`src/rtl/lzw_pkg.sv`:
```
package lzw_pkg;

    typedef enum logic [1:0] {
        ST_CLEAR = 2'd0,
        ST_RUN   = 2'd1,
        ST_COPY  = 2'd2,
        ST_DRAIN = 2'd3
    } dec_state_e;

endpackage

```
`src/rtl/lzw_bitbuf.sv`:
```
module lzw_bitbuf #(
    parameter int BUF_W  = 22,
    parameter int BYTE_W = 8,
    parameter int CNT_W  = $clog2(BUF_W + 1)
) (
    input  logic              clk,
    input  logic              rst_n,
    input  logic              flush_i,
    input  logic [CNT_W-1:0]  take_i,
    input  logic              load_i,
    input  logic [BYTE_W-1:0] byte_i,
    output logic [BUF_W-1:0]  bits_o,
    output logic [CNT_W-1:0]  cnt_o,
    output logic              room_o
);

    localparam int ROOM_LIMIT = BUF_W - BYTE_W;

    typedef struct packed {
        logic [BUF_W-1:0] bits;
        logic [CNT_W-1:0] cnt;
    } bb_t;

    bb_t bb_d, bb_q;

    logic [BUF_W-1:0] shifted;
    logic [BUF_W-1:0] inserted;
    logic [CNT_W-1:0] cnt_left;

    always_comb begin
        shifted  = bb_q.bits << take_i;
        cnt_left = bb_q.cnt - take_i;
        inserted = {byte_i, {ROOM_LIMIT{1'b0}}} >> cnt_left;
        bb_d     = bb_q;
        if (flush_i) begin
            bb_d.bits = '0;
            bb_d.cnt  = '0;
        end else if (load_i) begin
            bb_d.bits = shifted | inserted;
            bb_d.cnt  = cnt_left + CNT_W'(BYTE_W);
        end else begin
            bb_d.bits = shifted;
            bb_d.cnt  = cnt_left;
        end
    end

    always_ff @(posedge clk) begin
        if (!rst_n) begin
            bb_q <= '0;
        end else begin
            bb_q <= bb_d;
        end
    end

    assign bits_o = bb_q.bits;
    assign cnt_o  = bb_q.cnt;
    assign room_o = (bb_q.cnt <= CNT_W'(ROOM_LIMIT));


    load_room_chk: assert property (@(posedge clk) disable iff (!rst_n)
        (load_i && !flush_i) |-> (bb_q.cnt <= CNT_W'(ROOM_LIMIT)));


    take_avail_chk: assert property (@(posedge clk) disable iff (!rst_n)
        take_i <= bb_q.cnt);


    fill_bound_chk: assert property (@(posedge clk) disable iff (!rst_n)
        bb_q.cnt <= CNT_W'(BUF_W));

endmodule

```
`src/rtl/lzw_history.sv`:
```
module lzw_history #(
    parameter int DEPTH  = 512,
    parameter int BYTE_W = 8,
    parameter int AW     = $clog2(DEPTH)
) (
    input  logic              clk,
    input  logic              we_i,
    input  logic [AW-1:0]     waddr_i,
    input  logic [BYTE_W-1:0] wdata_i,
    input  logic [AW-1:0]     raddr_i,
    output logic [BYTE_W-1:0] rdata_o
);

    logic [BYTE_W-1:0] mem_q [DEPTH];

    always_ff @(posedge clk) begin
        if (we_i) begin
            mem_q[waddr_i] <= wdata_i;
        end
    end

    assign rdata_o = mem_q[raddr_i];

endmodule

```
`src/rtl/lz_window_decoder.sv`:
```
module lz_window_decoder
    import lzw_pkg::*;
#(
    parameter int HIST_DEPTH = 512,
    parameter int LEN_W      = 4,
    parameter int BYTE_W     = 8
) (
    input  logic              clk,
    input  logic              rst_n,
    input  logic [BYTE_W-1:0] in_data,
    input  logic              in_valid,
    input  logic              in_last,
    output logic              in_ready,
    output logic [BYTE_W-1:0] out_data,
    output logic              out_valid,
    input  logic              out_ready,
    output logic              done_o,
    output logic              end_err_o
);

    localparam int AW       = $clog2(HIST_DEPTH);
    localparam int LIT_BITS = 1 + BYTE_W;
    localparam int CPY_BITS = 1 + LEN_W + AW;
    localparam int BUF_W    = CPY_BITS + BYTE_W;
    localparam int CNT_W    = $clog2(BUF_W + 1);

    typedef struct packed {
        dec_state_e        st;
        logic [AW-1:0]     wptr;
        logic [AW-1:0]     clr;
        logic [AW-1:0]     disp;
        logic [LEN_W-1:0]  rem;
        logic              last_seen;
        logic [BYTE_W-1:0] odata;
        logic              ovalid;
        logic              done;
        logic              err;
    } ctl_t;

    ctl_t c_d, c_q;

    logic [BUF_W-1:0]  bb_bits;
    logic [CNT_W-1:0]  bb_cnt;
    logic              bb_room;
    logic [CNT_W-1:0]  take;
    logic              flush;
    logic              load;
    logic              accept;

    logic              h_we;
    logic [AW-1:0]     h_waddr;
    logic [BYTE_W-1:0] h_wdata;
    logic [AW-1:0]     h_raddr;
    logic [BYTE_W-1:0] h_rdata;

    logic              head_bit;
    logic [BYTE_W-1:0] lit_byte;
    logic [LEN_W-1:0]  len_code;
    logic [AW-1:0]     disp_code;
    logic              slot_free;
    logic              in_ready_c;

    assign head_bit  = bb_bits[BUF_W-1];
    assign lit_byte  = bb_bits[BUF_W-2 -: BYTE_W];
    assign len_code  = bb_bits[BUF_W-2 -: LEN_W];
    assign disp_code = bb_bits[BUF_W-2-LEN_W -: AW];
    assign h_raddr   = c_q.wptr - c_q.disp;

    always_comb begin
        slot_free  = !c_q.ovalid || out_ready;
        in_ready_c = ((c_q.st == ST_RUN || c_q.st == ST_COPY) && bb_room && !c_q.last_seen)
                     || (c_q.st == ST_DRAIN);
        accept     = in_valid && in_ready_c;
        load       = accept && (c_q.st != ST_DRAIN);

        c_d        = c_q;
        c_d.done   = 1'b0;
        c_d.err    = 1'b0;
        take       = '0;
        flush      = 1'b0;
        h_we       = 1'b0;
        h_waddr    = c_q.wptr;
        h_wdata    = '0;

        if (c_q.ovalid && out_ready) begin
            c_d.ovalid = 1'b0;
        end
        if (load && in_last) begin
            c_d.last_seen = 1'b1;
        end

        unique case (c_q.st)
            ST_CLEAR: begin
                flush         = 1'b1;
                h_we          = 1'b1;
                h_waddr       = c_q.clr;
                h_wdata       = '0;
                c_d.clr       = c_q.clr + 1'b1;
                c_d.last_seen = 1'b0;
                c_d.wptr      = '0;
                if (c_q.clr == AW'(HIST_DEPTH - 1)) begin
                    c_d.st  = ST_RUN;
                    c_d.clr = '0;
                end
            end

            ST_RUN: begin
                if (!head_bit && bb_cnt >= CNT_W'(LIT_BITS)) begin
                    if (slot_free) begin
                        take       = CNT_W'(LIT_BITS);
                        c_d.odata  = lit_byte;
                        c_d.ovalid = 1'b1;
                        h_we       = 1'b1;
                        h_wdata    = lit_byte;
                        c_d.wptr   = c_q.wptr + 1'b1;
                    end
                end else if (head_bit && bb_cnt >= CNT_W'(CPY_BITS)) begin
                    take = CNT_W'(CPY_BITS);
                    if (&len_code) begin
                        c_d.done = 1'b1;
                        c_d.clr  = '0;
                        if (c_q.last_seen || (load && in_last)) begin
                            c_d.st = ST_CLEAR;
                        end else begin
                            c_d.st = ST_DRAIN;
                        end
                    end else begin
                        c_d.disp = disp_code;
                        c_d.rem  = len_code + 1'b1;
                        c_d.st   = ST_COPY;
                    end
                end else if (c_q.last_seen) begin
                    c_d.err = 1'b1;
                    c_d.clr = '0;
                    c_d.st  = ST_CLEAR;
                end
            end

            ST_COPY: begin
                if (slot_free) begin
                    c_d.odata  = h_rdata;
                    c_d.ovalid = 1'b1;
                    h_we       = 1'b1;
                    h_wdata    = h_rdata;
                    c_d.wptr   = c_q.wptr + 1'b1;
                    c_d.rem    = c_q.rem - 1'b1;
                    if (c_q.rem == LEN_W'(1)) begin
                        c_d.st = ST_RUN;
                    end
                end
            end

            ST_DRAIN: begin
                if (accept && in_last) begin
                    c_d.clr = '0;
                    c_d.st  = ST_CLEAR;
                end
            end

            default: begin
                c_d.st = ST_CLEAR;
            end
        endcase
    end

    always_ff @(posedge clk) begin
        if (!rst_n) begin
            c_q    <= '0;
            c_q.st <= ST_CLEAR;
        end else begin
            c_q <= c_d;
        end
    end

    lzw_bitbuf #(
        .BUF_W  (BUF_W),
        .BYTE_W (BYTE_W),
        .CNT_W  (CNT_W)
    ) bitbuf_i (
        .clk     (clk),
        .rst_n   (rst_n),
        .flush_i (flush),
        .take_i  (take),
        .load_i  (load),
        .byte_i  (in_data),
        .bits_o  (bb_bits),
        .cnt_o   (bb_cnt),
        .room_o  (bb_room)
    );

    lzw_history #(
        .DEPTH  (HIST_DEPTH),
        .BYTE_W (BYTE_W),
        .AW     (AW)
    ) hist_i (
        .clk     (clk),
        .we_i    (h_we),
        .waddr_i (h_waddr),
        .wdata_i (h_wdata),
        .raddr_i (h_raddr),
        .rdata_o (h_rdata)
    );

    assign in_ready  = in_ready_c;
    assign out_data  = c_q.odata;
    assign out_valid = c_q.ovalid;
    assign done_o    = c_q.done;
    assign end_err_o = c_q.err;


    out_hold_chk: assert property (@(posedge clk) disable iff (!rst_n)
        (out_valid && !out_ready) |=> (out_valid && $stable(out_data)));


    clear_block_chk: assert property (@(posedge clk) disable iff (!rst_n)
        (c_q.st == ST_CLEAR) |-> (!in_ready && !c_d.done && !c_d.err));


    drain_quiet_chk: assert property (@(posedge clk) disable iff (!rst_n)
        (c_q.st == ST_DRAIN && !out_valid) |=> !out_valid);


    pulse_excl_chk: assert property (@(posedge clk) disable iff (!rst_n)
        !(done_o && end_err_o));


    copy_len_chk: assert property (@(posedge clk) disable iff (!rst_n)
        (c_q.st == ST_COPY) |-> (c_q.rem != '0));


    marker_once_chk: assert property (@(posedge clk) disable iff (!rst_n)
        done_o |=> !done_o);

endmodule

```
`config.mk`:
```
export PLATFORM = sky130hd
export DESIGN_NAME = lz_window_decoder
export DESIGN_NICKNAME = d
export VERILOG_FILES = /design/src/rtl/lzw_pkg.sv /design/src/rtl/lzw_bitbuf.sv /design/src/rtl/lzw_history.sv /design/src/rtl/lz_window_decoder.sv
export SDC_FILE = /design/constraint.sdc
export NUM_CORES = 2
export LEC_CHECK = 0
export BUFFER_PORTS_ARGS = -buffer_cell sky130_fd_sc_hd__buf_2
export CAP_MARGIN = 10
export CORE_ASPECT_RATIO = 1.5
export CORE_MARGIN = 10
export CORE_UTILIZATION = 31
export DETAILED_ROUTE_END_ITERATION = 10
export PLACE_DENSITY = 0.43
export SLEW_MARGIN = 10
export SYNTH_ARGS = -nofsm -noshare
export SYNTH_HDL_FRONTEND = slang
export SYNTH_SLANG_ARGS = --single-unit
export TNS_END_PERCENT = 10
```
`constraint.sdc`:
```
create_clock -name clk -period 23.2 [get_ports clk]
set_clock_uncertainty 0.2 [all_clocks]
set_input_delay 1.16 -clock clk [delete_from_list [all_inputs] [get_ports clk]]
set_output_delay 1.16 -clock clk [all_outputs]
set_load 0.05 [all_outputs]
```
==> out/results.tsv <==
stage	metric	value	unit
floorplanning	die area	0.554	sq mm
timing	fin crit share	43.7	%
timing	fmax	98.7	MHz
logic_synthesis	yosys warns	0	
cells_and_area	share of layout cells above drive strength 1	26.3	%
placement	dpl cell area	0.172	sq mm
critical_path	Most Frequent Cell on Critical Path	buf_4	
timing	Tmin final	10.13	ns
pwr	Tot Pwr	15.0	mW
critical_path	Worst Path Class, Setup	flip-flop to flip-flop	
global_routing	vias in the first global route	81600	
global_routing	first-pass GRT wire length	674	mm
logic_synthesis	Synth Instances	7470	
run_status	status	finished clean	
critical_path	Worst path max stage delay	1.11	ns
pwr	maximum VDD drop	0.0000623	V
timing	max-slew violations	0	
placement	DP HPWL	294	mm
logic_synthesis	Seq/Total Area, Yosys	76.5	%
routing	DRC viols	0	
floorplanning	Die Wd	611	um
clocking	clk buf depth	4	
cells_and_area	final instance area	0.184	sq mm
timing	slew margin rel.	3.06	%
logic_synthesis	post-synthesis register bit count	4168	
pwr	Leak	60.9	nW
hold_path	Worst Hold Class	flip-flop to flip-flop	
critical_path	crit path to	hist_i.mem_q[17][7]$_DFFE_PP_	
critical_path	Worst path depth	16	
clocking	postcts setup bufs	0	
critical_path	Req. time, crit path	23.60	ns
critical_path	WP data arrival	10.53	ns
clocking	CTS clk-pin slew, worst paths	0.06	ns
floorplanning	Site Rows	325	
timing	final setup vio count	0	
logic_synthesis	Synth Area per Inst	21.8	sq um
critical_path	Bufs and invs on worst path	6	
clocking	TritonCTS clock tree	yes	
critical_path	slowest CP cell	a2111oi_2	
global_routing	initial antenna violation count	25	
cells_and_area	nets	7695	
timing	setup TNS	0	ns
logic_synthesis	synthesized cell area	0.163	sq mm
routing	Detailed Routing Iterations Pass 1	6	
logic_synthesis	Main synth FF type	edfxtp_1	
floorplanning	IO Pins	25	
logic_synthesis	Post-synth top cells	edfxtp_1, mux4_2, nor2_1	
floorplanning	Die Ht	907	um
timing	hold_ws	0.264	ns
logic_synthesis	post-synth top area cell	edfxtp_1	
routing	Avg Vias per Cell	5.17	
job	max cap viols	0	
critical_path	CP Max Fanout	100	
critical_path	Worst Setup End Kind	flip-flop	
clocking	H-tree Lvls	5	
floorplanning	Starting Density	31.1	%
global_routing	total track usage	17.0	%
logic_synthesis	Yosys cell types	74	
clocking	CTS root buffer	clkbuf_16	
global_routing	pin count of the biggest net entering global routing	257	
clocking	clock latency on the worst-skew pair	0.99	ns
critical_path	Worst Reg2Reg Path Length in Cells	16	
routing	antenna-violating nets left	0	
critical_path	capturing point of the worst reg2reg path	hist_i.mem_q[17][7]$_DFFE_PP_	
cells_and_area	final core utilization	35.2	%
timing	Worst-Margin Slew	1.45	ns
timing	Final Hold Vio Count	0	
clocking	cts hold-fix bufs	0	
critical_path	Reg2Reg Setup Slack	13.07	ns
floorplanning	Core ar.	0.523	sq mm
logic_synthesis	Yosys top cell area share	75.7	%
logic_synthesis	Synth area leaders	edfxtp_1, mux4_2, nor2_1	
critical_path	top cell family by delay on the critical path	buffers and inverters	
placement	routability congestion estimate	0.784	
hold_path	hold depth	2	
logic_synthesis	count leader, synth	edfxtp_1	
critical_path	crit path launch	c_q[34]$_SDFFE_PN0P_	
routing	1st-iter DRT viols	7253	
clocking	cts repair resizes	0	
routing	routed len/inst	32.4	um
global_routing	GRT overflow	0	
logic_synthesis	asr flop ratio synth	0	%
routing	via count	76700	
critical_path	cells along the critical path	inv_1 > ha_4 > fa_4 > buf_4 > buf_4 > buf_4 > mux4_2 > nor2b_1 > a211oi_1 > a211oi_1 > o31ai_1 > a2111oi_2 > o32ai_1 > nand2_8 > buf_4 > buf_4	
clocking	total CTS buffers	394	
critical_path	worst flop-to-flop path startpoint	c_q[34]$_SDFFE_PN0P_	
pwr	cell area power density	81.6	mW/mm^2
cells_and_area	P&R area growth vs syn	13.2	%
clocking	Num Clock Sinks	4168	
timing	RSZ-0062 raised after global routing	false	
logic_synthesis	Post-Syn Nets	7507	
routing	final WL	481	mm
logic_synthesis	Post-synth EDFFs	4096	
critical_path	Critical Path Source Type	flip-flop	
placement	# port buffers	24	
cell usage in the layout, fill, tap and decap left out, types with 8 or more instances in the layout:
cell type	Yosys	final
nand4_1	24	24
xnor2_1	13	10
nand2_4	0	20
o21ai_0	35	35
a21oi_1	49	49
xor2_1	19	16
and3_1	27	27
a21boi_0	10	10
nand2_1	310	289
nor2_2	0	11
buf_2	128	24
mux4_2	1231	1231
nor4_1	11	10
clkinv_1	0	81
a211oi_1	11	11
diode_2	0	8
nand2b_1	17	16
buf_12	0	21
clkbuf_1	239	80
a31oi_1	22	22
o22ai_1	68	68
a32oi_1	11	11
inv_6	0	8
edfxtp_1	4096	4096
nor2_1	627	615
nand3_1	42	35
dfxtp_1	72	72
bufinv_16	0	30
mux2i_1	59	59
nor2b_1	18	18
a22oi_1	17	17
ha_1	22	21
buf_4	45	187
clkbuf_16	0	405
or3_1	10	10
nor3_1	43	39
inv_1	27	27
clkinv_2	0	70
clkinvlp_4	0	23
state kept, by name, summed over array words and instances (netlist names):
signal / count
c_q: 34
done_o: 1
out_data: 8
bitbuf_i.cnt_o: 5
bitbuf_i.bits_o: 22
hist_i.mem_q: 4096
out_valid: 1
end_err_o: 1
metrics by stage:
| step | instances | setup slack (ns) |
|---|---|---|
| global placement | 14100 | 12.69 |
| detailed placement | 14100 | 12.57 |
| CTS | 14800 | 12.56 |
| floorplan | 7470 | 11.69 |
| finish | 14800 | 13.07 |
| global route | 14800 | 12.28 |
worst reg2reg max path, delay by kind of cell, from the launching register on:
family                   cells  cell delay, ns
AO/OA/AOI/OAI                5            2.72
flip-flops                   1            0.41
buffers and inverters        6            3.95
adder cells (fa/ha/maj)      2            1.20
multiplexers                 1            0.38
AND/OR/NAND/NOR              2            0.78
layer usage:
layer	track usage [%]	share of wire, %	vias to the layer above
met4	4.33	2.7	0
met5	0	0	-
li1	-	-	31500
met3	2.35	4.8	564
met1	21.1	39	42400
met2	31.1	53	2178
area by class of cell:
class / instances / area [sq um]
Antenna cell: 8 / 20.0
Timing Repair Buffer: 242 / 2110
Clock inverter: 216 / 1850
Clock buffer: 489 / 10500
Tap cell: 6867 / 8590
Fill cell: 47900 / 338000
Inverter: 27 / 101
Sequential cell: 4168 / 124000
Multi-Input combinational cell: 2825 / 36500
kinds of logic (layout without fill, tap and decap cells):
| family | count (synthesis) | after routing | synth area share, % |
|---|---|---|---|
| flip-flops | 4168 | 4168 | 76.5 |
| buffers and inverters | 477 | 974 | 1.32 |
| AO/OA/AOI/OAI | 305 | 305 | 1.28 |
| multiplexers | 1297 | 1297 | 17.5 |
| adder cells (fa/ha/maj) | 24 | 24 | 0.194 |
| other | 0 | 8 | 0 |
| XOR/XNOR | 34 | 34 | 0.199 |
| AND/OR/NAND/NOR | 1165 | 1165 | 3.00 |
how the worst min path moves through the flow:
stage / startpoint / to / slack [ns]
after floorplan: c_q[11]$_SDFFE_PP0P_ / end_err_o$_SDFF_PP0_ / 0.23
after global placement: c_q[11]$_SDFFE_PP0P_ / end_err_o$_SDFF_PP0_ / 0.25
after detailed placement: c_q[11]$_SDFFE_PP0P_ / end_err_o$_SDFF_PP0_ / 0.26
after CTS: c_q[11]$_SDFFE_PP0P_ / end_err_o$_SDFF_PP0_ / 0.26
after global routing: c_q[22]$_SDFFE_PN0P_ / c_q[22]$_SDFFE_PN0P_ / 0.30
final: c_q[11]$_SDFFE_PP0P_ / end_err_o$_SDFF_PP0_ / 0.26
power by group:
part / switching (mW) / internal [mW] / total (mW)
clock network: 2.85 / 3.53 / 6.39
logic: 0.328 / 0.140 / 0.468
registers: 0.00561 / 8.15 / 8.16
Note: power is estimated with default switching activity, not from simulation.
